==> src/rtl/pclk_div_pkg.sv <==
package pclk_div_pkg;
  localparam int REG_W   = 32;
  localparam int LO_LSB  = 0;
  localparam int LO_W    = 5;
  localparam int HI_LSB  = 27;
  localparam int HI_W    = 5;
  localparam int BYP_BIT = 26;
  localparam int CODE_W  = LO_W + HI_W;
  localparam int CNT_W   = CODE_W + 1;
  localparam int MAX_DIV = (1 << CODE_W) + 1;

  typedef logic [CODE_W-1:0] code_t;
  typedef logic [CNT_W-1:0]  cnt_t;

  // Divisor from a code and the bypass flag: bypass means divide-by-one.
  function automatic cnt_t code_to_div(input code_t c, input logic byp);
    cnt_t d;
    if (byp) d = cnt_t'(1);
    else     d = cnt_t'(c) + cnt_t'(2);
    return d;
  endfunction

  // High phase covers the tail of the period: the last floor(div/2) counts.
  function automatic logic in_high_phase(input cnt_t cnt, input cnt_t div);
    logic h;
    if (div < cnt_t'(2)) h = 1'b0;
    else                 h = (cnt >= (div - (div >> 1)));
    return h;
  endfunction
endpackage

==> src/rtl/pclk_field_decode.sv <==
module pclk_field_decode
  import pclk_div_pkg::*;
#(
  parameter int P_REG_W   = REG_W,
  parameter int P_LO_LSB  = LO_LSB,
  parameter int P_LO_W    = LO_W,
  parameter int P_HI_LSB  = HI_LSB,
  parameter int P_HI_W    = HI_W,
  parameter int P_BYP_BIT = BYP_BIT,
  localparam int L_CODE_W = P_LO_W + P_HI_W,
  localparam int L_CNT_W  = L_CODE_W + 1
) (
  input  logic [P_REG_W-1:0]  cfg_word,
  output logic [L_CODE_W-1:0] code,
  output logic                bypass,
  output logic [L_CNT_W-1:0]  divisor
);
  // Low field lands at the bottom of the code.
  for (genvar i = 0; i < P_LO_W; i++) begin : g_lo
    assign code[i] = cfg_word[P_LO_LSB + i];
  end
  // High field is shifted down to sit directly above the low field.
  for (genvar j = 0; j < P_HI_W; j++) begin : g_hi
    assign code[P_LO_W + j] = cfg_word[P_HI_LSB + j];
  end

  assign bypass  = cfg_word[P_BYP_BIT];
  assign divisor = code_to_div(code, bypass);
endmodule

==> src/rtl/pclk_period_ctr.sv <==
module pclk_period_ctr
  import pclk_div_pkg::*;
#(
  parameter int P_CNT_W = CNT_W
) (
  input  logic               clk,
  input  logic               rst_n,
  input  logic [P_CNT_W-1:0] next_div,
  output logic               started,
  output logic [P_CNT_W-1:0] cnt,
  output logic [P_CNT_W-1:0] div_q,
  output logic               period_end,
  output logic [P_CNT_W-1:0] cnt_nx,
  output logic [P_CNT_W-1:0] div_nx
);
  logic load_now;

  always_comb begin
    period_end = started && (cnt == (div_q - P_CNT_W'(1)));
    load_now   = !started || period_end;
    if (load_now) begin
      cnt_nx = '0;
      div_nx = next_div;
    end else begin
      cnt_nx = cnt + P_CNT_W'(1);
      div_nx = div_q;
    end
  end

  always_ff @(posedge clk or negedge rst_n) begin
    if (!rst_n) begin
      started <= 1'b0;
      cnt     <= '0;
      div_q   <= '0;
    end else begin
      started <= 1'b1;
      cnt     <= cnt_nx;
      div_q   <= div_nx;
    end
  end

  a_r1_cnt_in_range: assert property (@(posedge clk) disable iff (!rst_n)
    started |-> (cnt < div_q));

  a_r1_wrap_to_zero: assert property (@(posedge clk) disable iff (!rst_n)
    period_end |=> (cnt == '0));

  a_r1_load_sampled: assert property (@(posedge clk) disable iff (!rst_n)
    load_now |=> (div_q == $past(next_div)));

  a_r4_div_held_mid_period: assert property (@(posedge clk) disable iff (!rst_n)
    (started && !period_end) |=> $stable(div_q));

  a_r8_first_period_from_zero: assert property (@(posedge clk) disable iff (!rst_n)
    $rose(started) |-> (cnt == '0));
endmodule

==> src/rtl/pclk_phase_gen.sv <==
module pclk_phase_gen
  import pclk_div_pkg::*;
#(
  parameter int P_CNT_W = CNT_W
) (
  input  logic               clk,
  input  logic               rst_n,
  input  logic [P_CNT_W-1:0] cnt_nx,
  input  logic [P_CNT_W-1:0] div_nx,
  output logic               pix_clk
);
  logic high_nx;
  assign high_nx = in_high_phase(cnt_t'(cnt_nx), cnt_t'(div_nx));

  // Registered so the panel pin never sees a decode glitch.
  always_ff @(posedge clk or negedge rst_n) begin
    if (!rst_n) pix_clk <= 1'b0;
    else        pix_clk <= high_nx;
  end

  a_r6_low_at_period_start: assert property (@(posedge clk) disable iff (!rst_n)
    (cnt_nx == '0 && div_nx > P_CNT_W'(1)) |=> !pix_clk);
endmodule

==> src/rtl/pclk_divider.sv <==
module pclk_divider
  import pclk_div_pkg::*;
#(
  parameter int P_REG_W   = REG_W,
  parameter int P_LO_LSB  = LO_LSB,
  parameter int P_LO_W    = LO_W,
  parameter int P_HI_LSB  = HI_LSB,
  parameter int P_HI_W    = HI_W,
  parameter int P_BYP_BIT = BYP_BIT,
  localparam int L_CODE_W = P_LO_W + P_HI_W,
  localparam int L_CNT_W  = L_CODE_W + 1
) (
  input  logic               clk,
  input  logic               rst_n,
  input  logic [P_REG_W-1:0] cfg_word,
  output logic               pix_en,
  output logic               pix_clk
);
  logic [L_CODE_W-1:0] code_w;
  logic                bypass_w;
  logic [L_CNT_W-1:0]  next_div_w;
  logic                started_w;
  logic [L_CNT_W-1:0]  cnt_w;
  logic [L_CNT_W-1:0]  div_q_w;
  logic                period_end_w;
  logic [L_CNT_W-1:0]  cnt_nx_w;
  logic [L_CNT_W-1:0]  div_nx_w;

  pclk_field_decode #(
    .P_REG_W(P_REG_W), .P_LO_LSB(P_LO_LSB), .P_LO_W(P_LO_W),
    .P_HI_LSB(P_HI_LSB), .P_HI_W(P_HI_W), .P_BYP_BIT(P_BYP_BIT)
  ) u_decode (
    .cfg_word(cfg_word),
    .code    (code_w),
    .bypass  (bypass_w),
    .divisor (next_div_w)
  );

  pclk_period_ctr #(.P_CNT_W(L_CNT_W)) u_ctr (
    .clk       (clk),
    .rst_n     (rst_n),
    .next_div  (next_div_w),
    .started   (started_w),
    .cnt       (cnt_w),
    .div_q     (div_q_w),
    .period_end(period_end_w),
    .cnt_nx    (cnt_nx_w),
    .div_nx    (div_nx_w)
  );

  pclk_phase_gen #(.P_CNT_W(L_CNT_W)) u_phase (
    .clk    (clk),
    .rst_n  (rst_n),
    .cnt_nx (cnt_nx_w),
    .div_nx (div_nx_w),
    .pix_clk(pix_clk)
  );

  assign pix_en = period_end_w;

  a_r8_quiet_before_start: assert property (@(posedge clk) disable iff (!rst_n)
    !started_w |-> (!pix_en && !pix_clk));

  a_r6_high_on_enable: assert property (@(posedge clk) disable iff (!rst_n)
    (pix_en && div_q_w > L_CNT_W'(1)) |-> pix_clk);

  a_r7_bypass_clock_low: assert property (@(posedge clk) disable iff (!rst_n)
    (started_w && div_q_w == L_CNT_W'(1)) |-> !pix_clk);

  a_r2_bypass_every_cycle: assert property (@(posedge clk) disable iff (!rst_n)
    (started_w && div_q_w == L_CNT_W'(1)) |-> pix_en);
endmodule

==> config.mk <==
export PLATFORM = sky130hd
export DESIGN_NAME = pclk_divider
export DESIGN_NICKNAME = d
export VERILOG_FILES = /design/src/rtl/pclk_div_pkg.sv /design/src/rtl/pclk_field_decode.sv /design/src/rtl/pclk_period_ctr.sv /design/src/rtl/pclk_phase_gen.sv /design/src/rtl/pclk_divider.sv
export SDC_FILE = /design/constraint.sdc
export NUM_CORES = 1
export LEC_CHECK = 0
export BUFFER_PORTS_ARGS = -buffer_cell sky130_fd_sc_hd__buf_2
export CAP_MARGIN = 20
export CORE_AREA = 5 5 93 113
export DETAILED_ROUTE_END_ITERATION = 7
export DIE_AREA = 0 0 98 118
export PLACE_DENSITY_LB_ADDON = 0.25
export REMOVE_ABC_BUFFERS = 1
export SYNTH_ARGS = -nofsm -noshare
export SYNTH_HDL_FRONTEND = slang
export SYNTH_SLANG_ARGS = --single-unit
==> constraint.sdc <==
create_clock -name clk -period 5.2 [get_ports clk]
set_input_delay 1.04 -clock clk [delete_from_list [all_inputs] [get_ports clk]]
set_output_delay 1.04 -clock clk [all_outputs]
set_load 0.05 [all_outputs]
# --- After elaboration in Yosys (flattened, before gate mapping) ---
# Cells that the tools add are included.
# W data, S select, Z words.
classes:
  add_sub_neg: 4
  order_cmp: 2
  n_eq_ne: 1
  n_mux: 4
  n_reduce_logical: 3
ops:
  columns: ["cell", "count"]
  rows:
  - ["$mux W11", 3]
  - ["$add A10 B2 Y11 const B", 1]
  - ["$add A11 B1 Y11 const B", 1]
  - ["$eq A11 B11 Y1", 1]
  - ["$ge A11 B11 Y1", 1]
  - ["$lt A11 B2 Y1 const B", 1]
  - ["$sub A11 B1 Y11 const B", 1]
  - ["$sub A11 B10 Y11", 1]
  - ["$logic_and A1 B1 Y1", 1]
  - ["$logic_not A1 Y1", 1]
  - ["$logic_or A1 B1 Y1", 1]
  - ["$mux W1", 1]
totals:
  ff_bits: 24
  in_bits: 34
  output_inout_bits: 2
  elab_cells: 18

# --- Longest topological paths before layout ---
logic_depth:
  ltp_word: 8
  ltp_mapped: 26
  ltp_nobuf: 24

# --- Modules after synthesis ---
# A second synthesis with hierarchy kept.
unflattened:
  hier_cells: 276
  hier_area_um2: 2506.2
by_module_without_submodules:
  columns: ["mod", "n_inst", "cells_per_inst", "area_each_um2", "seq_area_each_um2"]
  rows:
  - ["pclk_period_ctr", 1, 127, 1367.6, 575.6]
  - ["pclk_phase_gen", 1, 106, 859.6, 25.0]
  - ["pclk_field_decode", 1, 43, 279.0, 0.0]

# --- Worst setup path before layout ---
# No wires, ideal clock.
synth_path:
  path_type: "register to register"
  start: "reg u_ctr.div_q[0]"
  end: "reg u_phase.pix_clk"
  setup_ns: 0.132
  t_arrival_ns: 4.823
  t_required_ns: 5.068
  slack_ns: 0.245
  stages_incl_launch_ff: 25
  n_path_buf: 2
  period_less_slack_ns: 4.955
  cell_sequence: "dfrtp_1 > inv_1 > ha_1 > nor3b_1 > a2111oi_0 > a31o_2 > nor2_1 > o41ai_2 > buf_6 > buf_2 > o21ai_0 > ha_1 > fa_1 > inv_1 > a21oi_1 > o21bai_1 > maj3_1 > nand2_1 > mux2i_1 > nor2_1 > xor2_1 > ha_1 > a2111oi_0 > o21a_1 > a311oi_1"
synth_between:
  elab_chain_cells: 8
  elab_cells_between_ends: 10
  classes_between: "add/sub (2); order compare (2); eq/ne (1); mux (3); reduce/logical (2)"
synth_rtl:
  columns: ["element", "line", "text"]
  rows:
  - ["from (decl)", "pclk_period_ctr.sv:11", "output logic [P_CNT_W-1:0] div_q,"]
  - ["from (signal assigned)", "pclk_period_ctr.sv:38", "div_q <= div_nx;"]
  - ["$sub A11 B1 Y11 *", "pclk_period_ctr.sv:19", "period_end = started && (cnt == (div_q - P_CNT_W'(1)));"]
  - ["$eq A11 B11 Y1 *", "pclk_period_ctr.sv:19", null]
  - ["$logic_and A1 B1 Y1 *", "pclk_period_ctr.sv:19", null]
  - ["$logic_or A1 B1 Y1 *", "pclk_period_ctr.sv:20", "load_now = !started || period_end;"]
  - ["$mux W11 *", "pclk_period_ctr.sv:21", "if (load_now) begin"]
  - ["net div_nx_w[1]", "pclk_divider.sv:27", "logic [L_CNT_W-1:0] div_nx_w;"]
  - ["$sub A11 B10 Y11", "pclk_div_pkg.sv:27", "else h = (cnt >= (div - (div >> 1)));"]
  - ["$ge A11 B11 Y1", "pclk_div_pkg.sv:27", null]
  - ["$mux W1 *", "pclk_div_pkg.sv:26", "if (div < cnt_t'(2)) h = 1'b0;"]
  - ["net u_phase.high_nx", "pclk_phase_gen.sv:12", "logic high_nx;"]
  - ["to (signal assigned)", "pclk_phase_gen.sv:18", "else pix_clk <= high_nx;"]
  - ["to (decl)", "pclk_phase_gen.sv:10", "output logic pix_clk"]
# The timed path passes the listed nets; every way through them passes the cells marked *.

# --- Worst setup path after layout ---
# Ends and elaborated chain as after synthesis.

==> flow_summary.yaml <==
status:
  status: "completed"
sta:
  period_minus_slack_ns: 5.03
  fmax_ghz: 0.199
  setup_viol: 0
  fin_skew_ns: 0.00438
  slew_violations: 0
  hold_slack_ns: 0.619
  post-route-period-util: 0.967
  finalWorstSetupSlack_ns: 0.169
  final-hold-violation-count: 0
  rsz0062_at_grt: "yes"
  tightestPinTransition_ns: 0.542
  slew_headroom: 0.639
  setup_tns_ns: 0
critical_path:
  endpoint_kind: "flop"
  crit_family: "compound AO/OA/AOI/OAI gates"
  cp_slowest_stage_delay_ns: 0.40
  crit_chain: "inv_1 > ha_4 > nor3b_4 > a2111oi_2 > a31o_2 > nor2_1 > buf_4 > o41ai_4 > buf_6 > mux2_2 > ha_4 > buf_4 > o21ai_0 > nand2b_1 > a21oi_2 > maj3_1 > or3_1 > nand4_1 > o311ai_1 > xor2_1 > ha_1 > o211ai_1 > o21a_1 > a311oi_1"
  worstPathRequired_ns: 5.35
  cp_slowest_cell: "mux2_2"
  crit_type: "flop to flop"
  arrival_ns: 5.18
  worstPathMaxFanout: 7
  cp_num_buf_inv: 4
  startpoint_type: "flop"
grt:
  overflow: 0
  grt_usage: 0.0909
  grt_max_degree: 25
  first_global_vias: 1989
  grt_pass1_wl_um: 8670
  antenna_found_initial: 0
synth:
  syn_avg_cell_area_um2: 8.98
  yosysUniqueCellTypes: 50
  synthXorXnorAreaFrac: 0.130
  synth-compound-area-share: 0.127
  yosys_most_used_dff: "dfrtp_1"
  synth_async_sr_flop_share: 1.00
  synth-edff-count: 0
  synthSimpleGateAreaFrac: 0.207
  yosysSeqAreaShare: 0.255
  synthMuxAreaShare: 0.0484
  syn_area_um2: 2350
  ys_ff_latch: 24
  yosysWarnings: 0
  synthCells: 262
  synth_top_family_by_area: "simple AND/OR/NAND/NOR gates"
  synth_fa_ha_area_frac: 0.180
floorplan:
  start_util: 0.253
  num_rows: 39
  coreArea_um2: 9320
  dieWidth_um: 98
  ios: 36
  die_area_um2: 11600
  die_y_um: 118
routing:
  routed_via_density: 4.50
  vias: 1935
  wl_um: 5240
  dr.first_iter.drc_count: 66
  ant_nets: 0
  first_pass_iters: 4
  drt-wirelength-per-cell_um: 12.2
  post-route-drc-count: 0
placement:
  placedCellCount: 424
  portBuffers: 14
  place_ws_ns: -0.224
  place.gp.congestion: 0.742
  dp_hpwl_um: 4480
clock_network:
  tritoncts: "yes"
  cts_root_buf: "clkbuf_16"
  clkLatencyLatePin_ns: 0.26
  cts_buffer_depth: 2
  htree_levels: 1
  holdBufCountCts: 0
  cts_num_sinks: 24
  cts_inserted_buffers: 3
  clk_pin_slew_ns: 0.06
power:
  power_density_nw_per_um2: 272
  p_leak_nw: 1.43
  ir_drop_uv: 170
  power_mw: 0.814
final_layout:
  fin_cells: 430
  drive_gt1_frac: 0.248
  diodes: 0
  area_growth_syn_to_layout_pct: 27.0
  finalNetCount: 372
hold_path:
  hp-class: "flop to flop"
flow_run:
  cap_violations: 0
[power by group]
part	switching, mW	internal, mW
clock network	0.0656	0.153
registers	0.0157	0.199
logic	0.188	0.194
total	0.269	0.545
[routing by layer]
layer | up-vias | track usage | part of all wire
li1 | 1005 | - | -
met1 | 909 | 0.104 | 0.45
met2 | 17 | 0.174 | 0.52
met3 | 4 | 0.00178 | 0.013
met4 | 0 | 0.0381 | 0.014
met5 | - | 0 | 0
[final cells by class]
class | instances | area, um2
Clock buffer | 3 | 75.1
Clock inverter | 1 | 30.0
Fill cell | 985 | 6330
Inverter | 22 | 82.6
Multi-Input combinational cell | 210 | 1720
Sequential cell | 24 | 601
Tap cell | 123 | 154
Timing Repair Buffer | 47 | 325
[worst paths after layout]
path | startpoint | to | slack, ns | cells after the start
worst max-delay path | u_ctr.div_q[0]$_DFF_PN0_ | u_phase.pix_clk$_DFF_PN0_ | 0.17 | 24
worst min-delay path | u_ctr.cnt[10]$_DFF_PN0_ | u_ctr.cnt[10]$_DFF_PN0_ | 0.62 | 2
worst max register to register | u_ctr.div_q[0]$_DFF_PN0_ | u_phase.pix_clk$_DFF_PN0_ | 0.17 | 24
worst min register to register | u_ctr.cnt[10]$_DFF_PN0_ | u_ctr.cnt[10]$_DFF_PN0_ | 0.62 | 2
max in group asynchronous | rst_n | u_ctr.cnt[9]$_DFF_PN0_ | 4.07 | 1
min in group asynchronous | rst_n | u_ctr.cnt[0]$_DFF_PN0_ | 0.76 | 1
[cell usage in the layout, fill, tap and decap left out, drive strengths merged, types with 3 or more instances in the layout]
| master | netlist | final |
|---|---|---|
| maj3 | 4 | 4 |
| o21a | 3 | 3 |
| and3 | 3 | 3 |
| or2 | 4 | 4 |
| xor2 | 22 | 22 |
| a21oi | 9 | 9 |
| ha | 29 | 29 |
| nand2 | 12 | 12 |
| xnor2 | 13 | 13 |
| o21ai | 8 | 8 |
| a21o | 5 | 5 |
| buf | 3 | 47 |
| nor2b | 4 | 4 |
| nand4 | 5 | 5 |
| dfrtp | 24 | 24 |
| nand3 | 12 | 12 |
| mux2 | 3 | 3 |
| clkbuf | 3 | 3 |
| nand2b | 7 | 7 |
| or3 | 5 | 5 |
| mux2i | 8 | 8 |
| nor4 | 4 | 4 |
| nor3 | 3 | 3 |
| inv | 22 | 22 |
| nor2 | 21 | 21 |
[per-stage QoR]
stage,area (um2),utilization
2_1_floorplan,2310,-
3_3_place_gp,2780,0.299
3_5_place_dp,2780,0.299
4_1_cts,2940,0.315
5_1_grt,2990,0.321
6_report,2990,0.321
[cells by family after synthesis]
logic type,count (synthesis)
other cells,1
flops,24
mux,11
simple gates,89
buf+inv,28
fa+ha+maj,34
xor+xnor,35
compound gates,40
[cells in the mapped netlist (4+ instances only)]
| library cell | n | share of area |
|---|---|---|
| maj3_1 | 4 | 0.017 |
| ha_1 | 29 | 0.15 |
| or3_1 | 5 | 0.013 |
| inv_1 | 22 | 0.035 |
| nand4_1 | 5 | 0.013 |
| a21oi_1 | 9 | 0.019 |
| nand2_1 | 12 | 0.019 |
| nor2b_1 | 4 | 0.011 |
| o21ai_0 | 8 | 0.017 |
| nor2_1 | 21 | 0.033 |
| or2_2 | 4 | 0.011 |
| nand2b_1 | 7 | 0.019 |
| dfrtp_1 | 24 | 0.26 |
| xor2_1 | 22 | 0.082 |
| nand3_1 | 12 | 0.026 |
| mux2i_1 | 8 | 0.034 |
| a21o_1 | 5 | 0.016 |
| xnor2_1 | 13 | 0.048 |
[registers in the layout, indices dropped and copies added (netlist names)]
register and flops:
u_ctr.started 1, u_phase.pix_clk 1, u_ctr.div_q 11, u_ctr.cnt 11
[repair_timing]
item                       in CTS  in global routing
resized for setup               8                 11
buffers inserted                2                  0
gates cloned                    0                  0
setup endpoints to repair       1                  1
pin swaps                       0                  1
[worst min-delay path: stages, from the launching register on]
cell     delay [ns]
dfrtp_1        0.37
xor2_1         0.08
nor2_1         0.12
Note: power is estimated with default switching activity, not from simulation.
